==> config.mk <==
export PLATFORM = sky130hd
export DESIGN_NAME = bist_ctrl
export DESIGN_NICKNAME = d
export VERILOG_FILES = /design/src/rtl/bist_pkg.sv /design/src/rtl/bist_seq.sv /design/src/rtl/bist_tpg.sv /design/src/rtl/bist_misr.sv /design/src/rtl/bist_ctrl.sv
export SDC_FILE = /design/constraint.sdc
export NUM_CORES = 1
export LEC_CHECK = 0
export ABC_AREA = 1
export BUFFER_PORTS_ARGS = -buffer_cell sky130_fd_sc_hd__buf_2
export CAP_MARGIN = 25
export CELL_PAD_IN_SITES_DETAIL_PLACEMENT = 1
export CELL_PAD_IN_SITES_GLOBAL_PLACEMENT = 2
export CORE_ASPECT_RATIO = 2
export CORE_MARGIN = 5
export CORE_UTILIZATION = 34
export DETAILED_ROUTE_END_ITERATION = 7
export PLACE_DENSITY = 0.87
export SLEW_MARGIN = 0
export SYNTH_ARGS = -nofsm -noshare
export SYNTH_HDL_FRONTEND = slang
export SYNTH_SLANG_ARGS = --single-unit
==> constraint.sdc <==
create_clock -name clk -period 5 [get_ports clk]
set_input_delay 0.25 -clock clk [delete_from_list [all_inputs] [get_ports clk]]
set_output_delay 0.25 -clock clk [all_outputs]
set_load 0.02 [all_outputs]
==> src/rtl/bist_pkg.sv <==
package bist_pkg;

    typedef enum logic [2:0] {
        ST_IDLE  = 3'd0,
        ST_SEED  = 3'd1,
        ST_SHIFT = 3'd2,
        ST_CAPT  = 3'd3,
        ST_COMP  = 3'd4,
        ST_DONE  = 3'd5
    } bist_state_e;

    typedef enum logic {
        GEN_COUNT = 1'b0,
        GEN_LFSR  = 1'b1
    } gen_mode_e;

    // control strobes from the sequencer to the datapath
    typedef struct packed {
        logic accept;   // start request taken this cycle
        logic load;     // seed cycle: load generator, clear signature
        logic shift;    // scan shift phase
        logic capture;  // sample response
        logic compact;  // fold response, advance generator
    } seq_ctl_t;

    function automatic logic is_quiescent(bist_state_e st);
        return (st == ST_IDLE) || (st == ST_DONE);
    endfunction

endpackage

==> src/rtl/bist_seq.sv <==
module bist_seq
    import bist_pkg::*;
#(
    parameter int SHIFT_W = 4,
    parameter int CNT_W   = 10
) (
    input  logic               clk,
    input  logic               rst,
    input  logic               start_i,
    input  logic [SHIFT_W-1:0] shift_len,
    input  logic [CNT_W-1:0]   pat_limit,
    output bist_state_e        state,
    output seq_ctl_t           ctl
);
    localparam int PW = CNT_W + 1;

    bist_state_e        st_q;
    logic [SHIFT_W-1:0] shift_cnt_q;
    logic [CNT_W-1:0]   pat_cnt_q;
    logic [SHIFT_W-1:0] shift_last;
    logic [PW-1:0]      pat_next;
    logic               last_shift;
    logic               last_pat;

    assign shift_last = (shift_len == '0) ? '0 : shift_len - 1'b1;
    assign last_shift = (shift_cnt_q == shift_last);
    assign pat_next   = {1'b0, pat_cnt_q} + 1'b1;
    assign last_pat   = (pat_next == {1'b0, pat_limit});

    always_ff @(posedge clk) begin
        if (rst) begin
            st_q        <= ST_IDLE;
            shift_cnt_q <= '0;
            pat_cnt_q   <= '0;
        end else begin
            unique case (st_q)
                ST_IDLE, ST_DONE: begin
                    if (start_i) st_q <= ST_SEED;
                end
                ST_SEED: begin
                    shift_cnt_q <= '0;
                    pat_cnt_q   <= '0;
                    st_q        <= (pat_limit == '0) ? ST_DONE : ST_SHIFT;
                end
                ST_SHIFT: begin
                    if (last_shift) begin
                        shift_cnt_q <= '0;
                        st_q        <= ST_CAPT;
                    end else begin
                        shift_cnt_q <= shift_cnt_q + 1'b1;
                    end
                end
                ST_CAPT: st_q <= ST_COMP;
                ST_COMP: begin
                    pat_cnt_q <= pat_next[CNT_W-1:0];
                    st_q      <= last_pat ? ST_DONE : ST_SHIFT;
                end
                default: st_q <= ST_IDLE;
            endcase
        end
    end

    always_comb begin
        ctl         = '0;
        ctl.accept  = is_quiescent(st_q) && start_i;
        ctl.load    = (st_q == ST_SEED);
        ctl.shift   = (st_q == ST_SHIFT);
        ctl.capture = (st_q == ST_CAPT);
        ctl.compact = (st_q == ST_COMP);
    end

    assign state = st_q;

endmodule

==> src/rtl/bist_tpg.sv <==
module bist_tpg #(
    parameter int             N    = 8,
    parameter logic [N-1:0]   POLY = 'h1D,
    parameter logic [N-1:0]   DFLT = 'h01
) (
    input  logic         clk,
    input  logic         rst,
    input  logic         load,
    input  logic         advance,
    input  logic         use_lfsr,
    input  logic [N-1:0] seed,
    output logic [N-1:0] pattern
);
    logic [N-1:0] gen_q;
    logic [N-1:0] lfsr_nxt;
    logic [N-1:0] cnt_nxt;
    logic [N-1:0] seed_safe;
    logic         fb;

    assign fb = gen_q[N-1];

    // internal-XOR LFSR: a tap bit of 1 puts an XOR at that stage
    for (genvar i = 0; i < N; i++) begin : g_stage
        if (i == 0) begin : g_first
            assign lfsr_nxt[i] = POLY[i] & fb;
        end else begin : g_rest
            if (POLY[i]) begin : g_tap
                assign lfsr_nxt[i] = gen_q[i-1] ^ fb;
            end else begin : g_wire
                assign lfsr_nxt[i] = gen_q[i-1];
            end
        end
    end

    assign cnt_nxt   = gen_q + 1'b1;
    assign seed_safe = (seed == '0) ? DFLT : seed;

    always_ff @(posedge clk) begin
        if (rst) begin
            gen_q <= '0;
        end else if (load) begin
            gen_q <= use_lfsr ? seed_safe : '0;
        end else if (advance) begin
            gen_q <= use_lfsr ? lfsr_nxt : cnt_nxt;
        end
    end

    assign pattern = gen_q;

endmodule

==> src/rtl/bist_misr.sv <==
module bist_misr #(
    parameter int           M    = 8,
    parameter logic [M-1:0] POLY = 'h1D
) (
    input  logic         clk,
    input  logic         rst,
    input  logic         clear,
    input  logic         capture,
    input  logic         compact,
    input  logic [M-1:0] resp,
    output logic [M-1:0] sig
);
    logic [M-1:0] sig_q;
    logic [M-1:0] resp_q;
    logic [M-1:0] shifted;
    logic         fb;

    assign fb = sig_q[M-1];

    for (genvar i = 0; i < M; i++) begin : g_stage
        if (i == 0) begin : g_first
            assign shifted[i] = POLY[i] & fb;
        end else begin : g_rest
            if (POLY[i]) begin : g_tap
                assign shifted[i] = sig_q[i-1] ^ fb;
            end else begin : g_wire
                assign shifted[i] = sig_q[i-1];
            end
        end
    end

    always_ff @(posedge clk) begin
        if (rst) begin
            resp_q <= '0;
        end else if (capture) begin
            resp_q <= resp;
        end
    end

    always_ff @(posedge clk) begin
        if (rst || clear) begin
            sig_q <= '0;
        end else if (compact) begin
            sig_q <= shifted ^ resp_q;
        end
    end

    assign sig = sig_q;

endmodule

==> src/rtl/bist_ctrl.sv <==
module bist_ctrl
    import bist_pkg::*;
#(
    parameter int                N_IN      = 8,
    parameter int                M_OUT     = 8,
    parameter int                SHIFT_W   = 4,
    parameter int                CNT_W     = 10,
    parameter logic [N_IN-1:0]   TPG_POLY  = 'h1D,
    parameter logic [M_OUT-1:0]  MISR_POLY = 'h1D,
    parameter logic [N_IN-1:0]   SEED_DFLT = 'h01
) (
    input  logic               clk,
    input  logic               rst,
    input  logic               start_i,
    input  logic               mode_i,
    input  logic [N_IN-1:0]    seed_i,
    input  logic [SHIFT_W-1:0] shift_len_i,
    input  logic [CNT_W-1:0]   pat_limit_i,
    input  logic [M_OUT-1:0]   exp_sig_i,
    input  logic [M_OUT-1:0]   response_i,
    output logic [N_IN-1:0]    pattern_o,
    output logic               shift_en_o,
    output logic               capture_o,
    output logic               done_o,
    output logic               pass_o
);
    typedef struct packed {
        gen_mode_e          mode;
        logic [N_IN-1:0]    seed;
        logic [SHIFT_W-1:0] shift_len;
        logic [CNT_W-1:0]   limit;
        logic [M_OUT-1:0]   exp_sig;
    } run_cfg_t;

    run_cfg_t          cfg_q;
    bist_state_e       state;
    seq_ctl_t          ctl;
    logic [M_OUT-1:0]  sig;
    logic              run_lfsr;

    always_ff @(posedge clk) begin
        if (rst) begin
            cfg_q <= '0;
        end else if (ctl.accept) begin
            cfg_q.mode      <= gen_mode_e'(mode_i);
            cfg_q.seed      <= seed_i;
            cfg_q.shift_len <= shift_len_i;
            cfg_q.limit     <= pat_limit_i;
            cfg_q.exp_sig   <= exp_sig_i;
        end
    end

    assign run_lfsr = (cfg_q.mode == GEN_LFSR);

    bist_seq #(
        .SHIFT_W (SHIFT_W),
        .CNT_W   (CNT_W)
    ) u_seq (
        .clk       (clk),
        .rst       (rst),
        .start_i   (start_i),
        .shift_len (cfg_q.shift_len),
        .pat_limit (cfg_q.limit),
        .state     (state),
        .ctl       (ctl)
    );

    bist_tpg #(
        .N    (N_IN),
        .POLY (TPG_POLY),
        .DFLT (SEED_DFLT)
    ) u_tpg (
        .clk      (clk),
        .rst      (rst),
        .load     (ctl.load),
        .advance  (ctl.compact),
        .use_lfsr (run_lfsr),
        .seed     (cfg_q.seed),
        .pattern  (pattern_o)
    );

    bist_misr #(
        .M    (M_OUT),
        .POLY (MISR_POLY)
    ) u_misr (
        .clk     (clk),
        .rst     (rst),
        .clear   (ctl.load),
        .capture (ctl.capture),
        .compact (ctl.compact),
        .resp    (response_i),
        .sig     (sig)
    );

    assign shift_en_o = ctl.shift;
    assign capture_o  = ctl.capture;
    assign done_o     = (state == ST_DONE);
    assign pass_o     = done_o && (sig == cfg_q.exp_sig);

endmodule

==> flow_summary.yaml <==
run_status:
  status: "finished clean"
die:
  die_w_um: 83.19
  io_pins: 54
  core_mm2: 0.01048
  die_h_um: 156.4
  die_area_mm2: 0.01301
  rows: 53
  start_util_pct: 34.76
global_route:
  antenna_found_initial: 0
  grt.overflow.total: 0
  first_global_vias: 3933
  grt_max_degree: 52
  grt_usage_pct: 17.75
  grt_pass1_wl_mm: 18.53
power_and_ir_drop:
  totalPowerFinal_mw: 2.370
  p_switching_mw: 0.9623
  powerDensity_mw_per_mm2: 549.7
  p_leak_nw: 1.790
  switching_share_pct: 40.61
  power_frac_comb_pct: 35.7
  power_frac_seq_pct: 36.7
  clockPowerShare_pct: 27.6
  ir_drop_mv: 0.2240
  intPower_mw: 1.407
worst_setup_path:
  r2r_end: "cfg_q[19]"
  worstSetupEndpointType: "flip-flop"
  startpoint_type: "flip-flop"
  r2r_slack_ns: 2.70
  worstPathRequired_ns: 5.19
  crit_type: "flip-flop to flip-flop"
  reg2reg_depth: 9
  cp_max_fo: 46
  cp_data_arrival_time_ns: 2.49
  reg2reg_from: "u_seq.state[0]"
placed_design:
  dpl_cell_area_mm2: 0.004004
  place.gp.congestion: 0.8197
  dp.cells: 685
  dp_hpwl_mm: 8.614
  post-place-ws_ns: 2.685
  io_buffers: 53
synth:
  synth.most_common_cell: "dfxtp_1"
  syn_avg_cell_area_um2: 7.114
  synth_top_cell_by_area: "dfxtp_1"
  async_flop_share_pct: 0
  synth-main-ff-cell: "dfxtp_1"
  synth_edf_count: 0
  ys_ff_latch: 72
  synth_top_area_share_pct: 39.57
  synthTopCellsByArea: "dfxtp_1 (40%), o21ai_0 (9.2%), nand2_1 (7.3%)"
  synthCells: 512
  synth_area_mm2: 0.003642
  yosys-top-cells-count: "dfxtp_1 (72), nand2_1 (71), o21ai_0 (67)"
  yosysUniqueCellTypes: 37
  ys_warn_count: 0
  syn_nets: 557
  yosysSeqAreaShare_pct: 39.57
clock_network:
  cts_setup_buffers: 0
  post_cts_resized: 0
  cts_tree: "built"
  cts.sinks: 72
  clockBufferDepth: 2
  cts-buffers-inserted: 9
  cts_max_level: 3
  hold_buffers: 0
  cts-root-buf: "clkbuf_16"
  path_clk_slew_ns: 0.06
  clock_latency_ns: 0.33
worst_hold_path:
  holdPathStages: 3
  hold_end: "cfg_q[23]"
  hold_path_startpoint: "seed_i[1]"
  hold_class: "input port to flip-flop"
sta:
  hold_slack_ns: 0.1384
  rsz0062_at_grt: "false"
  hold_violations: 0
  fmax_mhz: 434.2
  finClkSkew_ns: 0.006315
  timing.max_slew.rel_slack_pct: 47.74
  timing_worst_slew_pin_value_ns: 0.7828
  report.final.slew_viol_count: 0
  setup_ws_ns: 2.697
  min_period_ns: 2.303
  setup_viol: 0
  finalSetupTns_ns: 0
  period_share_pct: 46.06
final_layout:
  fin_util_pct: 41.14
  design_area_mm2: 0.004310
  fin_cells: 701
  antennaDiodeCount: 0
  drive_gt1_share_pct: 16.67
  syn_to_final_growth_pct: 18.34
  fin_nets: 604
drt:
  drt-pass1-iter-count: 4
  wirelength_mm: 11.31
  wl_per_cell_um: 16.13
  antenna_left: 0
  dr_total_vias: 3640
  drtIter0Drc: 168
  drc: 0
  vias_per_cell: 5.193
run:
  drv_cap: 0
==> worst max-delay path, cell delays in order, from the launching register on <==
cell and delay, ns:
dfxtp_1 0.39, inv_2 0.07, nor2_1 0.11, inv_1 0.10
nor2_2 0.22, a21oi_2 0.10, nor2_4 0.34, inv_2 0.41
o21ai_0 0.32, a21oi_1 0.07
==> how the worst max path moves through the flow <==
stage / from / to / depth (start not counted)
final: u_seq.state[0] / cfg_q[19] / 9
after global routing: u_seq.state[0] / cfg_q[2] / 9
after CTS: u_seq.state[0] / cfg_q[19] / 9
after detailed placement: u_seq.state[0] / cfg_q[2] / 9
after global placement: u_seq.state[0] / cfg_q[19] / 9
after floorplan: u_misr.sig[7] / pass_o / 5
==> area by class of cell <==
type                            count  area [um2]
Tap cell                          137       171.4
Timing Repair Buffer               54       272.8
Sequential cell                    72        1441
Inverter                           52       195.2
Fill cell                        1411        6167
Clock inverter                      6       67.56
Multi-Input combinational cell    370        1923
Clock buffer                       10       239.0
==> logic make-up (layout without fill, tap and decap cells) <==
logic type / after synthesis / count (layout) / synth area share [%]
simple gates: 202 / 202 / 25.25
compound gates: 140 / 140 / 20.51
fa+ha+maj: 3 / 3 / 1.031
buf+inv: 70 / 122 / 7.626
xor+xnor: 25 / 25 / 6.012
flops: 72 / 72 / 39.57
==> cell usage in the layout (no fill, tap or decap), types with 7 or more instances in the layout <==
| cell type | n |
|---|---|
| a21oi_1 | 53 |
| nand3_1 | 36 |
| xor2_1 | 18 |
| nand2_1 | 71 |
| buf_2 | 53 |
| xnor2_1 | 7 |
| o21ai_0 | 67 |
| clkbuf_16 | 9 |
| inv_1 | 44 |
| dfxtp_1 | 72 |
| nor2_1 | 66 |
==> metal layers <==
metal | part of all wire (%) | track usage, % | vias up
li1 | - | - | 1795
met1 | 35 | 16.09 | 1753
met2 | 59 | 36.72 | 63
met3 | 2.3 | 2.740 | 29
met4 | 3.4 | 8.963 | 0
met5 | 0 | 0 | -
==> state kept, by name, summed over array words and instances, names as in the netlist <==
register           cells
u_tpg.pattern          8
u_misr.resp_q          8
u_misr.sig             8
run_lfsr               1
u_seq.state            3
u_seq.pat_cnt_q       10
u_seq.shift_cnt_q      4
cfg_q                 30
==> power by group through the flow <==
| stage | clock, mW | sequential, mW | combinational (mW) |
|---|---|---|---|
| after floorplan | 0 | 0.872 | 0.591 |
| after global placement | 0 | 0.874 | 0.822 |
| after detailed placement | 0 | 0.880 | 0.853 |
| after CTS | 0.672 | 0.869 | 0.862 |
| after global routing | 0.692 | 0.891 | 0.955 |
| final | 0.654 | 0.869 | 0.846 |
No activity file was read; power rests on OpenSTA's default activity.
